File: config.mk
export PLATFORM = sky130hd
export DESIGN_NAME = rx_sync2async
export DESIGN_NICKNAME = d
export VERILOG_FILES = /design/src/rtl/rs2a_pkg.sv /design/src/rtl/rs2a_deframer.sv /design/src/rtl/rs2a_fifo.sv /design/src/rtl/rs2a_tx.sv /design/src/rtl/rx_sync2async.sv
export SDC_FILE = /design/constraint.sdc
export NUM_CORES = 1
export LEC_CHECK = 0
export BUFFER_PORTS_ARGS = -buffer_cell sky130_fd_sc_hd__buf_2
export CAP_MARGIN = 20
export CORE_ASPECT_RATIO = 0.9
export CORE_MARGIN = 3
export CORE_UTILIZATION = 45
export DETAILED_ROUTE_END_ITERATION = 12
export PLACE_DENSITY = 0.71
export SLEW_MARGIN = 20
export SYNTH_ARGS = -nofsm -noshare
export SYNTH_HDL_FRONTEND = slang
export SYNTH_HIERARCHICAL = 1
export SYNTH_SLANG_ARGS = --single-unit
File: constraint.sdc
create_clock -name clk -period 7.7 [get_ports clk]
set_input_delay 0.385 -clock clk [delete_from_list [all_inputs] [get_ports clk]]
set_output_delay 0.385 -clock clk [all_outputs]
set_load 0.01 [all_outputs]
File: src/rtl/rs2a_pkg.sv
package rs2a_pkg;
  localparam int MAXPAY = 9;

  // payload bits between start and stop for a given length select
  function automatic int pay_len(input logic [1:0] sel);
    return int'(sel) + 6;
  endfunction

  // oversample ticks for one output bit
  function automatic logic [4:0] bit_ticks(input logic ext, input logic is_stop,
                                           input logic short_slot);
    if (ext && is_stop) return 5'd14;
    else if (!ext && short_slot) return 5'd15;
    else return 5'd16;
  endfunction

  // move a payload shifted in from the top down to bit 0
  function automatic logic [MAXPAY-1:0] align_pay(input logic [MAXPAY-1:0] sh,
                                                  input logic [1:0] sel);
    return sh >> (MAXPAY - pay_len(sel));
  endfunction
endpackage

File: src/rtl/rs2a_deframer.sv
module rs2a_deframer
  import rs2a_pkg::*;
(
  input  logic              clk,
  input  logic              rst_n,
  input  logic              bit_stb,
  input  logic              bit_in,
  input  logic [1:0]        len_sel,
  input  logic              bypass,
  output logic [1:0]        n_push,
  output logic [MAXPAY-1:0] d0,
  output logic [MAXPAY-1:0] d1,
  output logic              brk
);
  typedef enum logic [1:0] {S_HUNT, S_DATA, S_STOP, S_BRK} df_st_t;
  df_st_t            st;
  logic [3:0]        cnt;
  logic [MAXPAY-1:0] sh;
  logic              held;
  logic [MAXPAY-1:0] cur;
  logic              cur_nz;
  logic [3:0]        last_idx;

  assign cur      = align_pay(sh, len_sel);
  assign cur_nz   = |sh;
  assign last_idx = 4'(pay_len(len_sel) - 1);
  assign brk      = (st == S_BRK);

  always_comb begin
    n_push = 2'd0;
    d0     = cur;
    d1     = cur;
    if (bit_stb && !bypass) begin
      case (st)
        S_DATA: if (bit_in && held) begin n_push = 2'd1; d0 = '0; end
        S_STOP: begin
          if (bit_in) begin
            n_push = held ? 2'd2 : 2'd1;
            if (held) d0 = '0;
          end else if (cur_nz) begin
            n_push = 2'd1;
          end
        end
        default: ;
      endcase
    end
  end

  always_ff @(posedge clk or negedge rst_n) begin
    if (!rst_n) begin
      st <= S_HUNT; cnt <= '0; sh <= '0; held <= 1'b0;
    end else if (bypass) begin
      st <= S_HUNT; held <= 1'b0;
    end else if (bit_stb) begin
      case (st)
        S_HUNT: if (!bit_in) begin st <= S_DATA; cnt <= '0; sh <= '0; end
        S_DATA: begin
          sh <= {bit_in, sh[MAXPAY-1:1]};
          if (bit_in) held <= 1'b0;
          if (cnt == last_idx) st <= S_STOP;
          else cnt <= cnt + 4'd1;
        end
        S_STOP: begin
          if (bit_in) begin
            st <= S_HUNT; held <= 1'b0;
          end else if (cur_nz) begin
            st <= S_DATA; cnt <= '0; sh <= '0;
          end else if (held) begin
            st <= S_BRK; held <= 1'b0;
          end else begin
            held <= 1'b1; st <= S_DATA; cnt <= '0; sh <= '0;
          end
        end
        default: if (bit_in) st <= S_HUNT;
      endcase
    end
  end

  p_no_push_in_break_r7: assert property (@(posedge clk) disable iff (!rst_n)
    (st == S_BRK) |-> (n_push == 2'd0));
  p_bypass_quiet_r10: assert property (@(posedge clk) disable iff (!rst_n)
    bypass |-> (n_push == 2'd0));
endmodule

File: src/rtl/rs2a_fifo.sv
module rs2a_fifo #(
  parameter int W     = 9,
  parameter int DEPTH = 4
) (
  input  logic         clk,
  input  logic         rst_n,
  input  logic [1:0]   n_push,
  input  logic [W-1:0] d0,
  input  logic [W-1:0] d1,
  input  logic         pop,
  output logic [W-1:0] rd_data,
  output logic         empty,
  output logic         overrun
);
  localparam int AW = $clog2(DEPTH);
  logic [W-1:0] mem [DEPTH];
  logic [AW-1:0] wp, rp;
  logic [AW:0]   cnt, free;
  logic          acc0, acc1, ovr_ev;

  assign free    = (AW+1)'(DEPTH) - cnt;
  assign acc0    = (n_push != 2'd0) && (free != '0);
  assign acc1    = (n_push == 2'd2) && (int'(free) > 1);
  assign ovr_ev  = int'(n_push) > int'(free);
  assign rd_data = mem[rp];
  assign empty   = (cnt == '0);

  always_ff @(posedge clk) begin
    if (acc0) mem[wp] <= d0;
    if (acc1) mem[wp + AW'(1)] <= d1;
  end

  always_ff @(posedge clk or negedge rst_n) begin
    if (!rst_n) begin
      wp <= '0; rp <= '0; cnt <= '0; overrun <= 1'b0;
    end else begin
      wp  <= wp + AW'(acc0) + AW'(acc1);
      if (pop) rp <= rp + AW'(1);
      cnt <= cnt + (AW+1)'(acc0) + (AW+1)'(acc1) - (AW+1)'(pop);
      if (ovr_ev) overrun <= 1'b1;
    end
  end

  p_count_bound_r9: assert property (@(posedge clk) disable iff (!rst_n)
    int'(cnt) <= DEPTH);
  p_overrun_sticky_r9: assert property (@(posedge clk) disable iff (!rst_n)
    overrun |=> overrun);
endmodule

File: src/rtl/rs2a_tx.sv
module rs2a_tx
  import rs2a_pkg::*;
#(
  parameter int K_NORM = 8
) (
  input  logic              clk,
  input  logic              rst_n,
  input  logic              os_en,
  input  logic              ext,
  input  logic [1:0]        len_sel,
  input  logic              empty,
  input  logic [MAXPAY-1:0] rd_data,
  input  logic              brk,
  output logic              pop,
  output logic              tx_q
);
  localparam int FW = MAXPAY + 1;
  localparam int SW = $clog2(K_NORM);
  logic          busy;
  logic [3:0]    bi;
  logic [4:0]    tc;
  logic [FW-1:0] fr;
  logic [SW-1:0] slot;
  logic          is_stop, bit_end;
  logic [4:0]    len;

  assign is_stop = (bi == 4'(pay_len(len_sel) + 1));
  assign len     = bit_ticks(ext, is_stop, slot == SW'(K_NORM - 1));
  assign bit_end = busy && (tc == len - 5'd1);
  assign pop     = os_en && !empty && (!busy || (bit_end && is_stop));

  always_ff @(posedge clk or negedge rst_n) begin
    if (!rst_n) begin
      busy <= 1'b0; bi <= '0; tc <= '0; fr <= '0; slot <= '0; tx_q <= 1'b1;
    end else if (os_en) begin
      if (bit_end && !ext) slot <= slot + SW'(1);
      if (pop) begin
        busy <= 1'b1; bi <= '0; tc <= '0; tx_q <= 1'b0;
        fr   <= {1'b0, rd_data} | (FW'(1) << pay_len(len_sel));
      end else if (bit_end) begin
        if (is_stop) begin
          busy <= 1'b0; tx_q <= ~brk;
        end else begin
          bi <= bi + 4'd1; tc <= '0; tx_q <= fr[0]; fr <= fr >> 1;
        end
      end else if (busy) begin
        tc <= tc + 5'd1;
      end else begin
        tx_q <= ~brk;
      end
    end
  end

  p_idle_mark_r1: assert property (@(posedge clk) disable iff (!rst_n)
    (!busy && !brk && empty && os_en) |=> tx_q);
  p_break_low_r7: assert property (@(posedge clk) disable iff (!rst_n)
    (!busy && brk && empty && os_en) |=> !tx_q);
  p_ext_stop_short_r5: assert property (@(posedge clk) disable iff (!rst_n)
    (busy && ext && is_stop) |-> (tc < 5'd14));
  p_hold_without_tick_r11: assert property (@(posedge clk) disable iff (!rst_n)
    !os_en |=> $stable(tx_q));
endmodule

File: src/rtl/rx_sync2async.sv
module rx_sync2async
  import rs2a_pkg::*;
#(
  parameter int DEPTH  = 4,
  parameter int K_NORM = 8
) (
  input  logic       clk,
  input  logic       rst_n,
  input  logic       bit_stb,
  input  logic       bit_in,
  input  logic       os_en,
  input  logic [1:0] len_sel,
  input  logic       ext_mode,
  input  logic       bypass,
  output logic       ser_out,
  output logic       overrun
);
  logic [1:0]        n_push;
  logic [MAXPAY-1:0] d0, d1, rd_data;
  logic              brk, pop, empty, tx_q;

  rs2a_deframer u_df (
    .clk(clk), .rst_n(rst_n), .bit_stb(bit_stb), .bit_in(bit_in),
    .len_sel(len_sel), .bypass(bypass), .n_push(n_push), .d0(d0), .d1(d1),
    .brk(brk)
  );

  rs2a_fifo #(.W(MAXPAY), .DEPTH(DEPTH)) u_q (
    .clk(clk), .rst_n(rst_n), .n_push(n_push), .d0(d0), .d1(d1), .pop(pop),
    .rd_data(rd_data), .empty(empty), .overrun(overrun)
  );

  rs2a_tx #(.K_NORM(K_NORM)) u_tx (
    .clk(clk), .rst_n(rst_n), .os_en(os_en), .ext(ext_mode), .len_sel(len_sel),
    .empty(empty), .rd_data(rd_data), .brk(brk), .pop(pop), .tx_q(tx_q)
  );

  assign ser_out = bypass ? bit_in : tx_q;
endmodule

### Yosys cells after proc, flatten, opt, wreduce, memory -nomap -nowiden

Memory sizes are Yosys's and may differ from the RTL's.
Cells that the tools add are included.

| storage, ports and cells | value |
|---|---|
| register bits after elaboration | 48 |
| RAM bits | 36 |
| input port bits | 9 |
| output and inout bits | 2 |
| logic and storage cells | 157 |
| memories | 1 |

Memories:

| name | depth | bits a word | read ports | clocked after memory_dff | wr ports | line | text |
|---|---|---|---|---|---|---|---|
| u_q.mem | 4 | 9 | 1 | 0 | 2 | rs2a_fifo.sv:16 | `logic [W-1:0] mem [DEPTH];` |

| operators by class | value |
|---|---|
| $add $sub $neg | 17 |
| magnitude comparators | 2 |
| equality and inequality tests | 19 |
| shift operators | 2 |
| mux-type cells | 62 |
| bitwise operators | 3 |
| reduce and logical (&&, ||, !) cells | 37 |

Operators by type and width:

| cell | count |
|---|---|
| $mux 9 | 8 |
| $mux 4 | 8 |
| $shl 1x32->10 const A | 1 |
| $shr 9x32->9 | 1 |
| $sub 5x32->32 const A | 1 |
| $mux 10 | 3 |
| $mux 5 | 6 |
| $pmux 9 s3 | 1 |
| $mux 2 | 11 |
| $mux 1 | 20 |
| $pmux 9 s2 | 1 |
| $ne 3x3->1 const B | 5 |
| $add 4x1->4 const B | 3 |
| $pmux 4 s3 | 1 |
| $reduce_bool 3->1 | 4 |
| $logic_and 1x1->1 | 11 |
| $or 9x10->10 | 1 |
| $reduce_and 3->1 | 3 |
| $reduce_or 9->1 | 1 |
| $eq 4x4->1 | 2 |
| $ne 2x2->1 const B | 4 |
| $reduce_and 4->1 | 2 |
| $reduce_bool 2->1 | 4 |
| $reduce_and 7->1 | 1 |
| other kinds (29) | 39 |

### Depth between registers and ports, before layout

| logic depth | value |
|---|---|
| depth after elaboration | 13 |
| depth in mapped cells | 14 |
| gate-level depth less buffers | 13 |

### By module

Netlist, hierarchy kept.

By module, submodules not included:

| module | instances | cells each | area each (µm²) | seq. area each (µm²) |
|---|---|---|---|---|
| rs2a_fifo | 1 | 141 | 2388.5 | 1281.2 |
| rs2a_tx | 1 | 147 | 1541.5 | 601.8 |
| rs2a_deframer | 1 | 160 | 1310.0 | 400.4 |
| rx_sync2async | 1 | 1 | 15.0 | 0.0 |

### Worst setup path before layout

OpenSTA, ideal clock, no wires.

| timing | value |
|---|---|
| path type | input to register |
| from | input port len_sel[0] |
| to | register u_q.cnt[1] |
| arrival | 2983 ps |
| data required time | 7565 ps |
| slack | 4582 ps |
| cell stages on the path | 11 |
| path buffers | 0 |
| cells stage by stage | inv_1 -> ha_1 -> xor2_2 -> nand4_2 -> o41ai_4 -> nand3_4 -> inv_2 -> ha_1 -> fa_1 -> inv_1 -> fa_1 |

| on the way | value |
|---|---|
| longest elaborated chain between the ends | 12 |

RTL lines:

| what | line | text |
|---|---|---|
| start: declaration | rx_sync2async.sv:12 | `input logic [1:0] len_sel,` |
| $add 2x3->4 * | rs2a_pkg.sv:6 | `return int'(sel) + 6;` |
| $add 4x1->4 * | rs2a_tx.sv:27 | `assign is_stop = (bi == 4'(pay_len(len_sel) + 1));` |
| $eq 4x4->1 * | rs2a_tx.sv:27 |  |
| $logic_and 1x1->1 | rs2a_pkg.sv:12 | `if (ext && is_stop) return 5'd14;` |
| $mux 5 | rs2a_pkg.sv:12 |  |
| $sub 5x1->5 | rs2a_tx.sv:29 | `assign bit_end = busy && (tc == len - 5'd1);` |
| $eq 5x5->1 | rs2a_tx.sv:29 |  |
| $logic_and 1x1->1 | rs2a_tx.sv:29 |  |
| $logic_and 1x1->1 * | rs2a_tx.sv:30 | `assign pop = os_en && !empty && (!busy \|\| (bit_end && is_stop));` |
| $logic_or 1x1->1 * | rs2a_tx.sv:30 |  |
| $logic_and 1x1->1 * | rs2a_tx.sv:30 |  |
| via pop | rx_sync2async.sv:20 | `logic brk, pop, empty, tx_q;` |
| $sub 3x1->3 * | rs2a_fifo.sv:39 | `cnt <= cnt + (AW+1)'(acc0) + (AW+1)'(acc1) - (AW+1)'(pop);` |
| end signal: assignment | rs2a_fifo.sv:39 |  |
| end: declaration | rs2a_fifo.sv:18 | `logic [AW:0] cnt, free;` |

The timed path passes the listed nets; every way through them passes the cells marked *.
A chain may end at the register's enable or synchronous reset.

### Final worst setup path

Ends and elaborated chain as after synthesis.

==> impl_metrics.tcl <==
set metrics [dict create \
    outcome "complete, no violations" \
    cts_setup_buffers 0 \
    num_io_pins 11 \
    area_growth_pct 8.76 \
    cts_buffers 9 \
    ys_top_cells_by_count "dfrtp_1 (47), edfxtp_1 (36), mux2_2 (31), nand2_1 (31), inv_1 (28)" \
    route.vias.total 3452 \
    netlist.area_leader.share_pct 22.4 \
    grtUsageTotal_pct 17.6 \
    gp_congestion 0.832 \
    place_inst 594 \
    synth_cell_types 75 \
    use_met2_pct 29.4 \
    syn_nets 485 \
    grt_max_degree 49 \
    design.core.area_um2 11100 \
    final-setup-viol-count 0 \
    routed_via_density 5.65 \
    critPathCaptureType "flop" \
    rsz0062_at_grt "no" \
    p_leak_nw 2.37 \
    grt_pass1_wl_um 17900 \
    hold_class "in -> async" \
    io_buffers 10 \
    hold_buffers 0 \
    grt-busiest-layer "met2" \
    root_buffer "clkbuf_16" \
    worst_ep_required_time_ps 7920 \
    cap_violations 0 \
    wirelength_um 10800 \
    die_h_um 109 \
    yosys_register_bits 84 \
    fp.dieW_um 120 \
    drt_iter0_drc 242 \
    antenna_cells 0 \
    grt_use_met1_pct 24.0 \
    die-area_um2 13000 \
    yosys.area.top_type "dfrtp_1" \
    cts_tree "done" \
    grt-ovfl-total 0 \
    postSynthAreaPerCell_um2 11.7 \
    finalSetupTns_ps 0 \
    synthTopCellsByArea "dfrtp_1 (22%), edfxtp_1 (21%), mux2_2 (6.6%)" \
    slew_violations 0 \
    syn_area_um2 5260 \
    power_mw 1.37 \
    worst_pin_slew_ps 909 \
    antenna_found_initial 0 \
    clock_latency_ps 340 \
    cts_max_level 3 \
    async_flop_share_pct 57.1 \
    worst-path-max-fanout 18 \
    numClockSinks 84 \
    avgRoutedWirePerCell_um 17.8 \
    postRouteAntennaNets 0 \
    finalCritPeriodShare_pct 49.4 \
    met3_usage_pct 3.61 \
    start_util_pct 47.2 \
    drive_above_1_share_pct 20.9 \
    clock.fmax_ghz 0.263 \
    synth_cells 449 \
    vdd_drop_max_uv 110 \
    synthFlopType "dfrtp_1" \
    crit_arrival_ps 4020 \
    path_class "in -> reg" \
    rows 36 \
    cts_max_path_buffers 2 \
    nets 490 \
    power.density_nw_per_um2 239 \
    synth_edf_count 36 \
    skew_ps 8.32 \
    yosysSeqAreaShare_pct 43.5 \
    post_cts_resized 0 \
    period_minus_slack_ps 3810 \
    hpwl_um 7470 \
    yosys_warnings 6 \
    start_kind "input port" \
    drc 0 \
    finalHoldViolCount 0 \
    dr.pass1.iters 5 \
    grt_pass1_vias 3419 \
    clk_pin_slew_ps 60 \
    slew_headroom_pct 39.4 \
    yosysMostFrequentCell "dfrtp_1" \
    final_cells 611 \
]
layer usage:
metal | routed length [µm] | up-vias
met5 | 0 | -
met4 | 107 | 0
met3 | 384 | 11
met2 | 5290 | 56
met1 | 5060 | 1715
li1 | - | 1670
final cells by class:
cell class                      instances  area, µm²
Clock inverter                          4       48.8
Fill cell                             958       5410
Timing Repair Buffer                   11       60.1
Clock buffer                           12        246
Inverter                               32        120
Multi-Input combinational cell        316       2770
Tap cell                              152        190
Sequential cell                        84       2280
per-stage QoR:
stage	setup slack (ps)	hold WS (ps)	cell area, µm²	util, %
floorplan	4580	89.4	5260	-
global route	3640	123	5720	51.4
global placement	3730	468	5410	48.6
CTS	3930	290	5700	51.2
detailed placement	3600	466	5410	48.6
finish	3890	66.2	5720	51.4
flip-flops by register name (all words and copies together), names as in the netlist:
signal       cells
u_df/cnt         4
u_tx/tx_q        1
u_q/mem         36
u_tx/tc          5
u_q/overrun      1
u_tx/slot        3
u_q/wp           2
u_q/cnt          3
u_df/sh          9
u_tx/busy        1
u_df/st          2
u_tx/fr         10
u_tx/bi          4
u_q/rp           2
u_df/held        1
layout by cell type (no fill, tap or decap), types with 4 or more instances in the layout:
| cell | instances |
|---|---|
| dfrtp_1 | 47 |
| edfxtp_1 | 36 |
| mux2_2 | 31 |
| nand2_1 | 31 |
| inv_1 | 28 |
| ha_1 | 24 |
| o21ai_1 | 22 |
| mux2i_1 | 20 |
| nor2_1 | 16 |
| a21oi_1 | 13 |
| nand3_1 | 13 |
| nor2b_1 | 12 |
| xnor2_1 | 10 |
| clkbuf_16 | 9 |
| buf_2 | 9 |
| mux2_1 | 9 |
| mux4_2 | 9 |
| o21ai_0 | 8 |
| o211ai_1 | 7 |
| xor2_1 | 6 |
| nand4_1 | 6 |
| o22ai_1 | 5 |
| nand2b_1 | 4 |
| a2111oi_4 | 4 |
cell families (layout without fill, tap and decap cells):
kind of cell / count (synthesis) / in the layout / share of synthesized area (%)
AND/OR/NAND/NOR: 110 / 110 / 12.0
multiplexers: 71 / 71 / 16.8
XOR/XNOR: 18 / 18 / 3.29
AO/OA/AOI/OAI: 90 / 90 / 13.6
flip-flops: 84 / 84 / 43.5
buffers and inverters: 49 / 59 / 3.98
adder cells (fa/ha/maj): 27 / 27 / 6.86
power breakdown:
group / leakage [nW] / switching (mW) / internal (mW) / total (mW)
Combinational: 1.29 / 0.193 / 0.146 / 0.338
Clock: 0.147 / 0.172 / 0.260 / 0.432
Sequential: 0.932 / 0.0683 / 0.529 / 0.597
worst max-delay path, cell delays in order:
cell     delay (ps)
buf_2           290
inv_1           160
ha_1            360
xor2_2          180
nand4_2         210
o41ai_4         810
nand3_4         220
inv_2           240
ha_1            290
fa_1            370
inv_1            80
fa_1            410
worst paths after layout:
path,cells past startpoint,startpoint,slack (ps),endpoint
min in group clk,2,bypass,310,u_df/st[1]
worst min-delay path,1,rst_n,70,u_df/sh[7]
worst min register to register,1,u_q/overrun,480,u_q/overrun
worst max-delay path,12,len_sel[0],3890,u_q/cnt[1]
max in group asynchronous,1,rst_n,7200,u_q/wp[0]
worst max register to register,11,u_tx/slot[0],4220,u_q/cnt[1]
(Power assumes the default switching activity.)
